--- config.mk ---
export PLATFORM = sky130hd
export DESIGN_NAME = trap_ctrl
export DESIGN_NICKNAME = d
export VERILOG_FILES = /design/src/rtl/trap_pkg.sv /design/src/rtl/trap_prio.sv /design/src/rtl/trap_sysregs.sv /design/src/rtl/trap_fsm.sv /design/src/rtl/trap_ctrl.sv
export SDC_FILE = /design/constraint.sdc
export NUM_CORES = 1
export LEC_CHECK = 0
export ABC_CLOCK_PERIOD_IN_PS = 7850
export BUFFER_PORTS_ARGS = -buffer_cell sky130_fd_sc_hd__buf_2
export CAP_MARGIN = 20
export CORE_MARGIN = 2
export CORE_UTILIZATION = 30
export CTS_CLUSTER_DIAMETER = 200
export DETAILED_ROUTE_END_ITERATION = 10
export PLACE_DENSITY = 0.58
export SYNTH_ARGS = -nofsm -noshare
export SYNTH_HDL_FRONTEND = slang
export SYNTH_SLANG_ARGS = --single-unit
--- constraint.sdc ---
create_clock -name clk -period 7.85 [get_ports clk]
set_clock_uncertainty 0.05 [all_clocks]
set_input_delay 0.785 -clock clk [delete_from_list [all_inputs] [get_ports clk]]
set_output_delay 0.785 -clock clk [all_outputs]
set_load 0.01 [all_outputs]
--- src/rtl/trap_pkg.sv ---
package trap_pkg;

    typedef enum logic [1:0] {
        ST_IDLE,
        ST_ENTER,
        ST_RETURN
    } trap_state_e;

    localparam logic [2:0] SR_LINK  = 3'd0;
    localparam logic [2:0] SR_SYND  = 3'd1;
    localparam logic [2:0] SR_VBASE = 3'd2;
    localparam logic [2:0] SR_FSTAT = 3'd3;

    localparam int FSTAT_OVF_BIT = 2;

    function automatic logic [5:0] synd_code(input int unsigned cause);
        logic [5:0] code;
        case (cause)
            0:       code = 6'h04;
            1:       code = 6'h11;
            2:       code = 6'h2C;
            3:       code = 6'h15;
            default: code = 6'(cause);
        endcase
        return code;
    endfunction

endpackage

--- src/rtl/trap_prio.sv ---
module trap_prio #(
    parameter int NCAUSE = 4,
    localparam int CW = (NCAUSE > 1) ? $clog2(NCAUSE) : 1
) (
    input  logic [NCAUSE-1:0] req,
    output logic              any,
    output logic [CW-1:0]     cause
);

    logic [NCAUSE-1:0] grant;
    logic [NCAUSE-1:0] lower_busy;

    assign lower_busy[0] = 1'b0;
    assign grant[0]      = req[0];

    generate
        for (genvar i = 1; i < NCAUSE; i++) begin : g_chain
            assign lower_busy[i] = lower_busy[i-1] | req[i-1];
            assign grant[i]      = req[i] & ~lower_busy[i];
        end
    endgenerate

    always_comb begin
        cause = '0;
        for (int i = 0; i < NCAUSE; i++) begin
            if (grant[i]) cause = cause | CW'(i);
        end
    end

    assign any = |req;

endmodule

--- src/rtl/trap_sysregs.sv ---
module trap_sysregs
    import trap_pkg::*;
#(
    parameter int XLEN       = 64,
    parameter int NCAUSE     = 4,
    parameter int INSN_BYTES = 4,
    parameter int FP_CAUSE   = 2,
    localparam int CW = (NCAUSE > 1) ? $clog2(NCAUSE) : 1
) (
    input  logic            clk,
    input  logic            rst_n,
    input  logic            take,
    input  logic [CW-1:0]   take_cause,
    input  logic [XLEN-1:0] take_pc,
    input  logic            wen,
    input  logic [2:0]      idx,
    input  logic [XLEN-1:0] wdata,
    output logic [XLEN-1:0] rdata,
    output logic [XLEN-1:0] link_q,
    output logic [XLEN-1:0] synd_q,
    output logic [XLEN-1:0] vbase_q,
    output logic [XLEN-1:0] fstat_q
);

    always_ff @(posedge clk or negedge rst_n) begin
        if (!rst_n) begin
            link_q  <= '0;
            synd_q  <= '0;
            vbase_q <= '0;
            fstat_q <= '0;
        end else begin
            if (wen) begin
                case (idx)
                    SR_LINK:  link_q  <= wdata;
                    SR_SYND:  synd_q  <= wdata;
                    SR_VBASE: vbase_q <= wdata;
                    SR_FSTAT: fstat_q <= wdata;
                    default:  ;
                endcase
            end
            if (take) begin
                link_q <= take_pc - XLEN'(INSN_BYTES);
                synd_q <= XLEN'(synd_code(int'(take_cause)));
                if (int'(take_cause) == FP_CAUSE) begin
                    fstat_q[FSTAT_OVF_BIT] <= 1'b1;
                end
            end
        end
    end

    always_comb begin
        case (idx)
            SR_LINK:  rdata = link_q;
            SR_SYND:  rdata = synd_q;
            SR_VBASE: rdata = vbase_q;
            SR_FSTAT: rdata = fstat_q;
            default:  rdata = '0;
        endcase
    end

endmodule

--- src/rtl/trap_fsm.sv ---
module trap_fsm
    import trap_pkg::*;
#(
    parameter int XLEN      = 64,
    parameter int NCAUSE    = 4,
    parameter int VEC_SHIFT = 6,
    localparam int CW = (NCAUSE > 1) ? $clog2(NCAUSE) : 1
) (
    input  logic            clk,
    input  logic            rst_n,
    input  logic            any_req,
    input  logic [CW-1:0]   cause,
    input  logic            eret,
    input  logic [XLEN-1:0] vbase,
    input  logic [XLEN-1:0] link,
    output logic            take,
    output trap_state_e     state,
    output logic [XLEN-1:0] new_pc,
    output logic            new_pc_valid
);

    trap_state_e state_d;
    logic [CW-1:0] cause_q;

    always_comb begin
        state_d = state;
        take    = 1'b0;
        unique case (state)
            ST_IDLE: begin
                if (any_req) begin
                    take    = 1'b1;
                    state_d = ST_ENTER;
                end else if (eret) begin
                    state_d = ST_RETURN;
                end
            end
            ST_ENTER:  state_d = ST_IDLE;
            ST_RETURN: state_d = ST_IDLE;
            default:   state_d = ST_IDLE;
        endcase
    end

    always_ff @(posedge clk or negedge rst_n) begin
        if (!rst_n) begin
            state   <= ST_IDLE;
            cause_q <= '0;
        end else begin
            state <= state_d;
            if (take) cause_q <= cause;
        end
    end

    always_comb begin
        new_pc_valid = 1'b0;
        new_pc       = '0;
        unique case (state)
            ST_IDLE: ;
            ST_ENTER: begin
                new_pc_valid = 1'b1;
                new_pc       = vbase + (XLEN'(cause_q) << VEC_SHIFT);
            end
            ST_RETURN: begin
                new_pc_valid = 1'b1;
                new_pc       = link;
            end
            default: ;
        endcase
    end

endmodule

--- src/rtl/trap_ctrl.sv ---
module trap_ctrl
    import trap_pkg::*;
#(
    parameter int XLEN        = 64,
    parameter int NCAUSE      = 4,
    parameter int VEC_SHIFT   = 6,
    parameter int INSN_BYTES  = 4,
    parameter int ARITH_CAUSE = 1,
    parameter int FP_CAUSE    = 2
) (
    input  logic              clk,
    input  logic              rst_n,
    input  logic [NCAUSE-1:0] exc_req,
    input  logic              alu_chk,
    input  logic              alu_v,
    input  logic [XLEN-1:0]   cur_pc,
    input  logic              eret,
    input  logic              sr_wen,
    input  logic [2:0]        sr_idx,
    input  logic [XLEN-1:0]   sr_wdata,
    output logic [XLEN-1:0]   sr_rdata,
    output logic [XLEN-1:0]   new_pc,
    output logic              new_pc_valid
);

    localparam int CW = (NCAUSE > 1) ? $clog2(NCAUSE) : 1;

    logic [NCAUSE-1:0] req_all;
    logic              any_req;
    logic [CW-1:0]     win_cause;
    logic              take;
    trap_state_e       state;
    logic [XLEN-1:0]   link_q, synd_q, vbase_q, fstat_q;

    always_comb begin
        req_all = exc_req;
        req_all[ARITH_CAUSE] = exc_req[ARITH_CAUSE] | (alu_chk & alu_v);
    end

    trap_prio #(.NCAUSE(NCAUSE)) u_prio (
        .req   (req_all),
        .any   (any_req),
        .cause (win_cause)
    );

    trap_fsm #(.XLEN(XLEN), .NCAUSE(NCAUSE), .VEC_SHIFT(VEC_SHIFT)) u_fsm (
        .clk          (clk),
        .rst_n        (rst_n),
        .any_req      (any_req),
        .cause        (win_cause),
        .eret         (eret),
        .vbase        (vbase_q),
        .link         (link_q),
        .take         (take),
        .state        (state),
        .new_pc       (new_pc),
        .new_pc_valid (new_pc_valid)
    );

    trap_sysregs #(
        .XLEN(XLEN), .NCAUSE(NCAUSE), .INSN_BYTES(INSN_BYTES), .FP_CAUSE(FP_CAUSE)
    ) u_regs (
        .clk        (clk),
        .rst_n      (rst_n),
        .take       (take),
        .take_cause (win_cause),
        .take_pc    (cur_pc),
        .wen        (sr_wen),
        .idx        (sr_idx),
        .wdata      (sr_wdata),
        .rdata      (sr_rdata),
        .link_q     (link_q),
        .synd_q     (synd_q),
        .vbase_q    (vbase_q),
        .fstat_q    (fstat_q)
    );

endmodule

== Word-level counts from Yosys, hierarchy flattened ==
Index checks and enable logic that the tools add are counted.

* Register bits after elaboration: 260
* Latch bits: 0
* Bits in writable memories: 0
* ROM bits: 0
* Input port bits: 141
* Output and inout port bits: 129
* Memories kept: 0

* $add $sub $neg: 2
* $mul: 0
* Div/mod/pow operators: 0
* $lt $le $gt $ge: 0
* Eq/ne operators: 10
* Shift operators: 0
* Muxes and demuxes: 22
* Bitwise gates (word level): 10
* Reduce and logical (&&, ||, !) cells: 12

{| class="wikitable"
|+ Operator list
! operator !! count
|-
| 64-bit 2-to-1 mux || 6
|-
| 64-bit one-hot mux with 4 select lines || 1
|-
| 64-bit one-hot mux with 2 select lines || 1
|-
| 64-bit by 8-bit adder with 64-bit output || 1
|-
| 64-bit by 3-bit subtractor with 64-bit output (second input constant) || 1
|-
| 6-bit one-hot mux with 4 select lines || 1
|-
| 2-bit 2-to-1 mux || 5
|-
| 2-bit equality test (second input constant) || 4
|-
| 2-bit AND reduction || 4
|-
| 3-bit by 2-bit equality test with 1-bit output (second input constant) || 2
|-
| 1-bit 2-to-1 mux || 6
|-
| 3-bit 2-to-1 mux || 2
|-
| 2-bit nonzero test || 3
|-
| 1-bit AND || 4
|-
| 2-bit by 1-bit equality test with 1-bit output (second input constant) || 2
|-
| 2-bit zero test || 2
|-
| 4-bit OR reduction || 1
|-
| 3-bit by 1-bit equality test with 1-bit output (second input constant) || 1
|-
| 3-bit zero test || 1
|-
| 3-bit inequality test (second input constant) || 1
|-
| 1-bit NOT || 3
|-
| 1-bit bitwise OR || 3
|-
| 2-bit OR reduction || 1
|}

== Depth between registers and ports, before layout ==
Gate-level depths: netlist of the first run.

* Depth after elaboration: 10
* Depth in mapped cells: 9
* Depth with buffers taken out: 7

== Cells and area by module ==
A second synthesis of the first run with hierarchy kept.

* Cells, all modules: 1510
* Area, all modules: 14959.3 um2

{| class="wikitable"
|+ Modules (own cells, without submodules)
! module !! instances !! cells each !! area an instance (um2)
|-
| trap_sysregs || 1 || 1128 || 12588.3
|-
| trap_fsm || 1 || 374 || 2328.5
|-
| trap_prio || 1 || 7 || 35.0
|-
| trap_ctrl || 1 || 1 || 7.5
|}

== Worst setup path before layout of the first run ==
No wires, ideal clock.

* Path kind: register to output
* From: register u_regs.vbase_q[38]
* To: output port new_pc[63]
* Data arrival time: 2339 ps
* Setup slack: 4676 ps
* Stages on the path, launching flop included: 7
* Cells stage by stage: dfrtp_1 > nand4_1 > or4_1 > or3_1 > clkbuf_1 > or4b_1 > nand3_1

* Word-level cells in the longest chain between the ends: 2

{| class="wikitable"
|+ Ends and longest elaborated chain
! what !! RTL line !! source
|-
| from (decl) || trap_sysregs.sv:21 || <nowiki>output logic [XLEN-1:0] vbase_q,</nowiki>
|-
| from (signal assigned) || trap_sysregs.sv:36 || <nowiki>SR_VBASE: vbase_q <= wdata;</nowiki>
|-
| 64-bit by 8-bit adder with 64-bit output || trap_fsm.sv:60 || <nowiki>new_pc = vbase + (XLEN'(cause_q) << VEC_SHIFT);</nowiki>
|-
| 64-bit one-hot mux with 2 select lines || trap_fsm.sv:56 || <nowiki>unique case (state)</nowiki>
|-
| to (decl) || trap_ctrl.sv:22 || <nowiki>output logic [XLEN-1:0] new_pc,</nowiki>
|}

Every way passes these cells.

== Final worst setup path of the first run ==
* From: register u_regs.vbase_q[7]
* To: output port new_pc[61]

Same word-level chain as after synthesis.

==> summary.md, run 1 <==
| Metric | Value |
|---|---|
| Status | `completed` |
| Post-synth EDFFs | `0` |
| Seq/Total Area, Yosys | `0.426` |
| Family with the most delay on the worst path | `simple AND/OR/NAND/NOR gates` |
| Post-layout nets | `between 2,000 and 2,500` |
| Worst path slowest cell | `or4_1` |
| Chip width | `230 um` |
| Worst path required time | `7010 ps` |
| Critical path peak fanout | `20` |
| Setup ws final | `3310 ps` |
| Clock slew at reported path FFs | `roughly 60 ps` |
| Mapped cell area | `0.0153 sq mm` |
| Synth cell types | `between 50 and 60` |
| Gr ovfl total | `0` |
| WS Path Type | `flip-flop to output pin` |
| Most common cell after layout, fill and taps aside | `nand2_1` |
| Overall Power | `0.00495 W` |
| Core ar. | `0.0502 sq mm` |
| H-Tree Depth | `2` |
| Post-route setup TNS | `0 ps` |
| Setup crit start kind | `flip-flop` |
| RR Startpoint | `u_fsm.state[0]$_DFFE_PN0P_` |
| Post-DP HPWL | `41.7 mm` |
| DRC errors left | `0` |
| CP bufs+invs | `2` |
| Global placement routability congestion | `between 0.8 and 0.9` |
| Max-slew violations | `0` |
| # hold bufs at CTS | `0` |
| I/O pin count | `270` |
| Dpl ws | `~3900 ps` |
| WL final | `62.3 mm` |
| GRT Overall Usage | `0.231` |
| Iter 0 DRT Violations | `1,545` |
| Critical Path AT | `approximately 3700 ps` |
| Max Cap Viol | `0` |
| Slew margin rel. | `0.320` |
| DR vias/cell | `5.68` |
| Hold Crit Class | `input pin to asynchronous set/reset pin` |
| Worst-margin pin slew | `between 1000 and 1500 ps` |
| Synth Net Count | `roughly 1,900` |
| Initial core utilization | `0.304` |
| Syn_area_per_cell | `8.78 sq um` |
| Site Rows | `between 80 and 90` |
| Layout cells sized above 1 | `0.252` |
| Final setup vio count | `0` |
| Final hold viol count | `0` |
| Fraction of registers with async set/reset | `1.00` |
| Crit path cell chain | `ha_1 > a21oi_1 > nor4bb_2 > buf_4 > nand4_1 > or4_1 > nand3_1 > buf_2` |
| Post-CTS setup buffer count | `0` |
| Setup crit start | `u_regs.vbase_q[7]$_DFFE_PN0P_` |
| Pin count of the biggest net entering global routing | `116` |
| Die height | `230 um` |
| IO buf count | `269` |
| Routed Antenna Nets | `0` |
| YS warnings | `0` |
| Lkg Pwr | `7.84 nW` |
| Drt wl/cell | `23.7 um` |
| Final Cycle Share | `0.578` |
| Root Driver | `clkbuf_16` |
| Vias | `14,900` |
| Layout area overhead | `19.8%` |
| RSZ-0062 raised after global routing | `no` |
| CTS tree | `built` |
| VDD IR-drop max | `135 uV` |
| Mapped Cells | `1,740` |
| Die area | `between 0.05 and 0.06 sq mm` |
| Cts repair resizes | `0` |
| Total clock sinks | `260` |
| Crit path time final | `4540 ps` |
| Clk_lat worst skew | `520 ps` |
| Power density over the cells | `271 mW/mm^2` |
| Cts bufs inserted | `34` |
| Vias in the first global route | `14,800` |
| Slowest stage delay, CP | `740 ps` |
| CP endpoint kind | `output pin` |
| Synthesized flop and latch total | `260` |
| Most frequent cells in the layout | `386 x nand2_1, 268 x buf_2, 260 x dfrtp_1, 145 x a22oi_1, 118 x mux2_2` |
| Max clock buf depth | `3` |
| Fill cells | `just over 5,000` |
| TritonRoute pass-1 iters | `6` |
| Max Fclk | `220 MHz` |
| Antenna violations before repair | `6` |
| First-pass GRT wire length | `93.3 mm` |
| Synth Flop Type | `dfrtp_1` |
-- cells in the mapped netlist (all sizes together), types with 2 or more instances --
master	count	area, sq um
inv	17	63.8
a32oi	6	52.6
o31ai	8	60.1
xnor2	55	482
a31oi	31	194
o21ai	46	230
o311a	2	20.0
or2	5	31.3
nand2	390	1460
nand3b	3	22.5
nor2	36	135
a221o	2	20.0
a211oi	3	22.5
nand3	52	260
o21a	3	22.5
and4	8	70.1
nor4	32	206
a31o	2	17.5
nor3	39	195
and3b	2	17.5
nor4b	4	35.0
o41ai	2	17.5
a32o	7	70.1
nor2b	18	113
nand4b	6	52.6
a22oi	145	1090
o211ai	6	45.0
a21oi	98	490
nor3b	5	37.5
and2	8	50.1
nand4	26	163
a2bb2oi	3	26.3
dfrtp	260	6510
ha	6	75.1
or3	26	168
or4	37	282
mux2i	2	20.0
clkbuf	126	473
xor2	15	131
and3	56	350
buf	15	66.3
mux2	118	1330
-- state kept, by name, summed over array words and instances, names as in the netlist --
register and count:
u_fsm.state 2, u_fsm.cause_q 2, u_regs.synd_q 64, u_regs.fstat_q 64, u_regs.vbase_q 64, u_regs.link_q 64
-- final cells by class --
type	instances	area (sq um)	share of cell area
diodes	5	12.5	0.000684
repair buffers	296	1560	0.0851
flip-flops and latches	260	6510	0.356
multi-input cells	1322	8220	0.450
inverters	17	63.8	0.00349
clock buffers	50	1020	0.0559
clock inverters	7	66.3	0.00363
well taps	672	841	0.0460
-- through the flow --
step                       util  cells  cell area [sq um]  hold WS [ps]
after floorplan               -   1740              15300           403
after global routing      0.365   2628              18300           379
after global placement    0.342   2565              17200           418
after CTS                 0.364   2623              18300           335
final                     0.365   2629              18300           313
after detailed placement  0.343   2566              17200           429
-- worst paths after layout --
check	endpoint	cells after the start	slack (ps)
min	u_regs.fstat_q[60]$_DFFE_PN0P_	1	310
max reg2reg	u_regs.link_q[47]$_DFFE_PN0P_	6	5360
min reg2reg	u_fsm.cause_q[0]$_DFFE_PN0P_	2	440
max	new_pc[61]	8	3310
min in group clk	u_regs.link_q[2]$_DFFE_PN0P_	2	430
max in group asynchronous	u_regs.vbase_q[26]$_DFFE_PN0P_	2	5870
-- per-layer routing --
layer  up-vias  wire (um)  GRT usage
li1       6690          -          -
met1      7458      26200      0.306
met2       672      29700      0.379
met3       116       4660     0.0387
met4         4       1730     0.0850
met5         -         33          0
-- kinds of logic (layout without fill, tap and decap cells) --
| family | count (synthesis) | count (layout) | share of synthesized area |
|---|---|---|---|
| xor gates and xnor gates | 70 | 70 | 0.0402 |
| buffers and inverters | 158 | 370 | 0.0395 |
| adders and majority gates | 7 | 7 | 0.00623 |
| AOI/OAI and AO/OA | 368 | 368 | 0.158 |
| DFF | 260 | 260 | 0.426 |
| muxes | 120 | 120 | 0.0883 |
| other | 0 | 5 | 0 |
| and+or+nand+nor | 757 | 757 | 0.242 |
-- power by group --
part / switching (W) / total (W) / internal, W
clock: 0.000614 / 0.00154 / 0.000931
combinational: 0.000837 / 0.00141 / 0.000578
sequential: 0.000328 / 0.00199 / 0.00167
total: 0.00178 / 0.00495 / 0.00317
No activity file was read; power rests on OpenSTA's default activity.
==> run 2: changes to the inputs <==
- ABC_CLOCK_PERIOD_IN_PS: 7850 -> 4700
- clock period: 7.85 -> 4.7 ns (I/O delays scaled with it)
==> run 2 against run 1 <==
  * Worst setup slack lost 2900 ps
  * Sequential share of layout area down 0.17 points
  * Sequential cell count stayed put
  * Critical path depth decreased by 1
  * Global-route usage fell by 0.065 points
  * Clock-buffer cell count is the same
  * Total power up 68%
  * Cell count up 0.27%
  * Final area grew 0.49%
  * Worst hold slack worse by 190 ps
  * Combinational power rose by 70%
  * Largest cell class unchanged
  * Largest power group unchanged
==> summary.md, run 2 (synthesized netlist as in run 1, its figures left out) <==
| Metric | Value |
|---|---|
| VDD IR-drop max | `193 uV` |
| Layout cells sized above 1 | `0.253` |
| Clk_lat worst skew | `about 530 ps` |
| Max-slew violations | `0` |
| Post-layout nets | `2,087` |
| Chip width | `230 um` |
| Layout area overhead | `20.4%` |
| Crit path cell chain | `ha_1 > a21oi_1 > nor4bb_2 > nand4_1 > or4_1 > nand3_1 > buf_2` |
| CP endpoint kind | `output pin` |
| Multi-input logic area | `0.00822 sq mm` |
| Site Rows | `between 80 and 90` |
| GRT Overall Usage | `0.231` |
| Lkg Pwr | `7.89 nW` |
| Slowest stage delay, CP | `870 ps` |
| WL final | `62.1 mm` |
| Final setup vio count | `0` |
| Worst path slowest cell | `nand4_1` |
| DR vias/cell | `5.67` |
| Hold Crit Class | `input pin to flip-flop` |
| Global placement routability congestion | `around 0.85` |
| Status | `completed` |
| Most common cell after layout, fill and taps aside | `nand2_1` |
| Antenna violations before repair | `6` |
| Max Cap Viol | `0` |
| Initial core utilization | `0.304` |
| Worst path required time | `4180 ps` |
| Cts bufs inserted | `34` |
| Most frequent cells in the layout | `386 x nand2_1, 270 x buf_2, 260 x dfrtp_1, 145 x a22oi_1, 118 x mux2_2` |
| Vias in the first global route | `14,500` |
| Register area | `~0.0065 sq mm` |
| Max Fclk | `233 MHz` |
| TritonRoute pass-1 iters | `6` |
| Vias | `~15,000` |
| Final hold viol count | `0` |
| Iter 0 DRT Violations | `1,693` |
| First-pass GRT wire length | `93.3 mm` |
| Setup crit start kind | `flip-flop` |
| Die height | `230 um` |
| Fill cells | `5,178` |
| Core ar. | `0.0502 sq mm` |
| Power density over the cells | `about 450 mW/mm^2` |
| Gr ovfl total | `0` |
| DRC errors left | `0` |
| Clock slew at reported path FFs | `around 60 ps` |
| Total clock sinks | `260` |
| Worst-margin pin slew | `1130 ps` |
| Crit path time final | `4290 ps` |
| Post-CTS setup buffer count | `0` |
| FF-to-FF setup slack | `2230 ps` |
| WS Path Type | `flip-flop to output pin` |
| RSZ-0062 raised after global routing | `no` |
| Overall Power | `0.00830 W` |
| Die area | `0.0527 sq mm` |
| Critical path peak fanout | `20` |
| Slew margin rel. | `0.249` |
| Post-route setup TNS | `0 ps` |
| Pin count of the biggest net entering global routing | `between 100 and 150` |
| Drt wl/cell | `23.6 um` |
| H-Tree Depth | `2` |
| Post-DP HPWL | `roughly 42 mm` |
| Root Driver | `clkbuf_16` |
| IO buf count | `269` |
| Routed Antenna Nets | `0` |
| CTS tree | `built` |
| Final Cycle Share | `0.913` |
| Critical Path AT | `3770 ps` |
| Max clock buf depth | `3` |
| I/O pin count | `270` |
run 2: path summary, 6_finish.rpt:
check	end	depth (start not counted)	startpoint
worst max-delay path	new_pc[39]	7	u_fsm.cause_q[1]$_DFFE_PN0P_
worst min-delay path	u_regs.link_q[2]$_DFFE_PN0P_	2	cur_pc[2]
max in group asynchronous	u_regs.fstat_q[25]$_DFFE_PN0P_	3	rst_n
min in group asynchronous	u_regs.fstat_q[60]$_DFFE_PN0P_	2	rst_n
worst max register to register	u_regs.synd_q[4]$_DFFE_PN0P_	6	u_fsm.state[0]$_DFFE_PN0P_
worst min register to register	u_fsm.cause_q[0]$_DFFE_PN0P_	2	u_fsm.cause_q[0]$_DFFE_PN0P_
run 2: repair_timing:
item,CTS,global route
hold endpoints to repair,46,0
hold buffers,1,0
gates resized for setup,0,0
endpoints found under the setup margin,0,0
run 2: stage by stage:
stage	cells	worst slack, ps	hold WS [ps]	area [sq um]	utilization
after detailed placement	2573	942	433	17300	0.344
after floorplan	1740	1840	124	15300	-
after global routing	2634	143	135	18400	0.366
after global placement	2572	770	419	17300	0.344
final	2636	407	128	18400	0.366
after CTS	2632	373	100	18400	0.366
run 2: critical path: cells and delay by family (launching register included):
kind	cells	cell delay [ps]
AND/OR/NAND/NOR	4	2170
AO/OA/AOI/OAI	1	170
adder cells (fa/ha/maj)	1	310
flip-flops	1	420
buffers and inverters	1	160
run 2: power by group:
part           switching [W]  leakage (nW)  internal [W]
clock network        0.00105         0.526       0.00153
logic                0.00141          4.18      0.000990
registers           0.000544          3.18       0.00278
run 2: area by class of cell:
cell class                      count  share of cell area
Antenna cell                        3            0.000408
Clock inverter                      8             0.00422
Inverter                           17             0.00347
Tap cell                          672              0.0457
Clock buffer                       50              0.0545
Multi-Input combinational cell   1322               0.447
Sequential cell                   260               0.354
Timing Repair Buffer              304              0.0907
run 2: per-layer routing:
| layer | part of all wire | global-route usage | up-vias |
|---|---|---|---|
| met4 | 0.022 | 0.0668 | 6 |
| met2 | 0.47 | 0.373 | 687 |
| met3 | 0.076 | 0.0372 | 90 |
| met5 | 0.00061 | 0 | - |
| li1 | - | - | 6701 |
| met1 | 0.43 | 0.317 | 7467 |
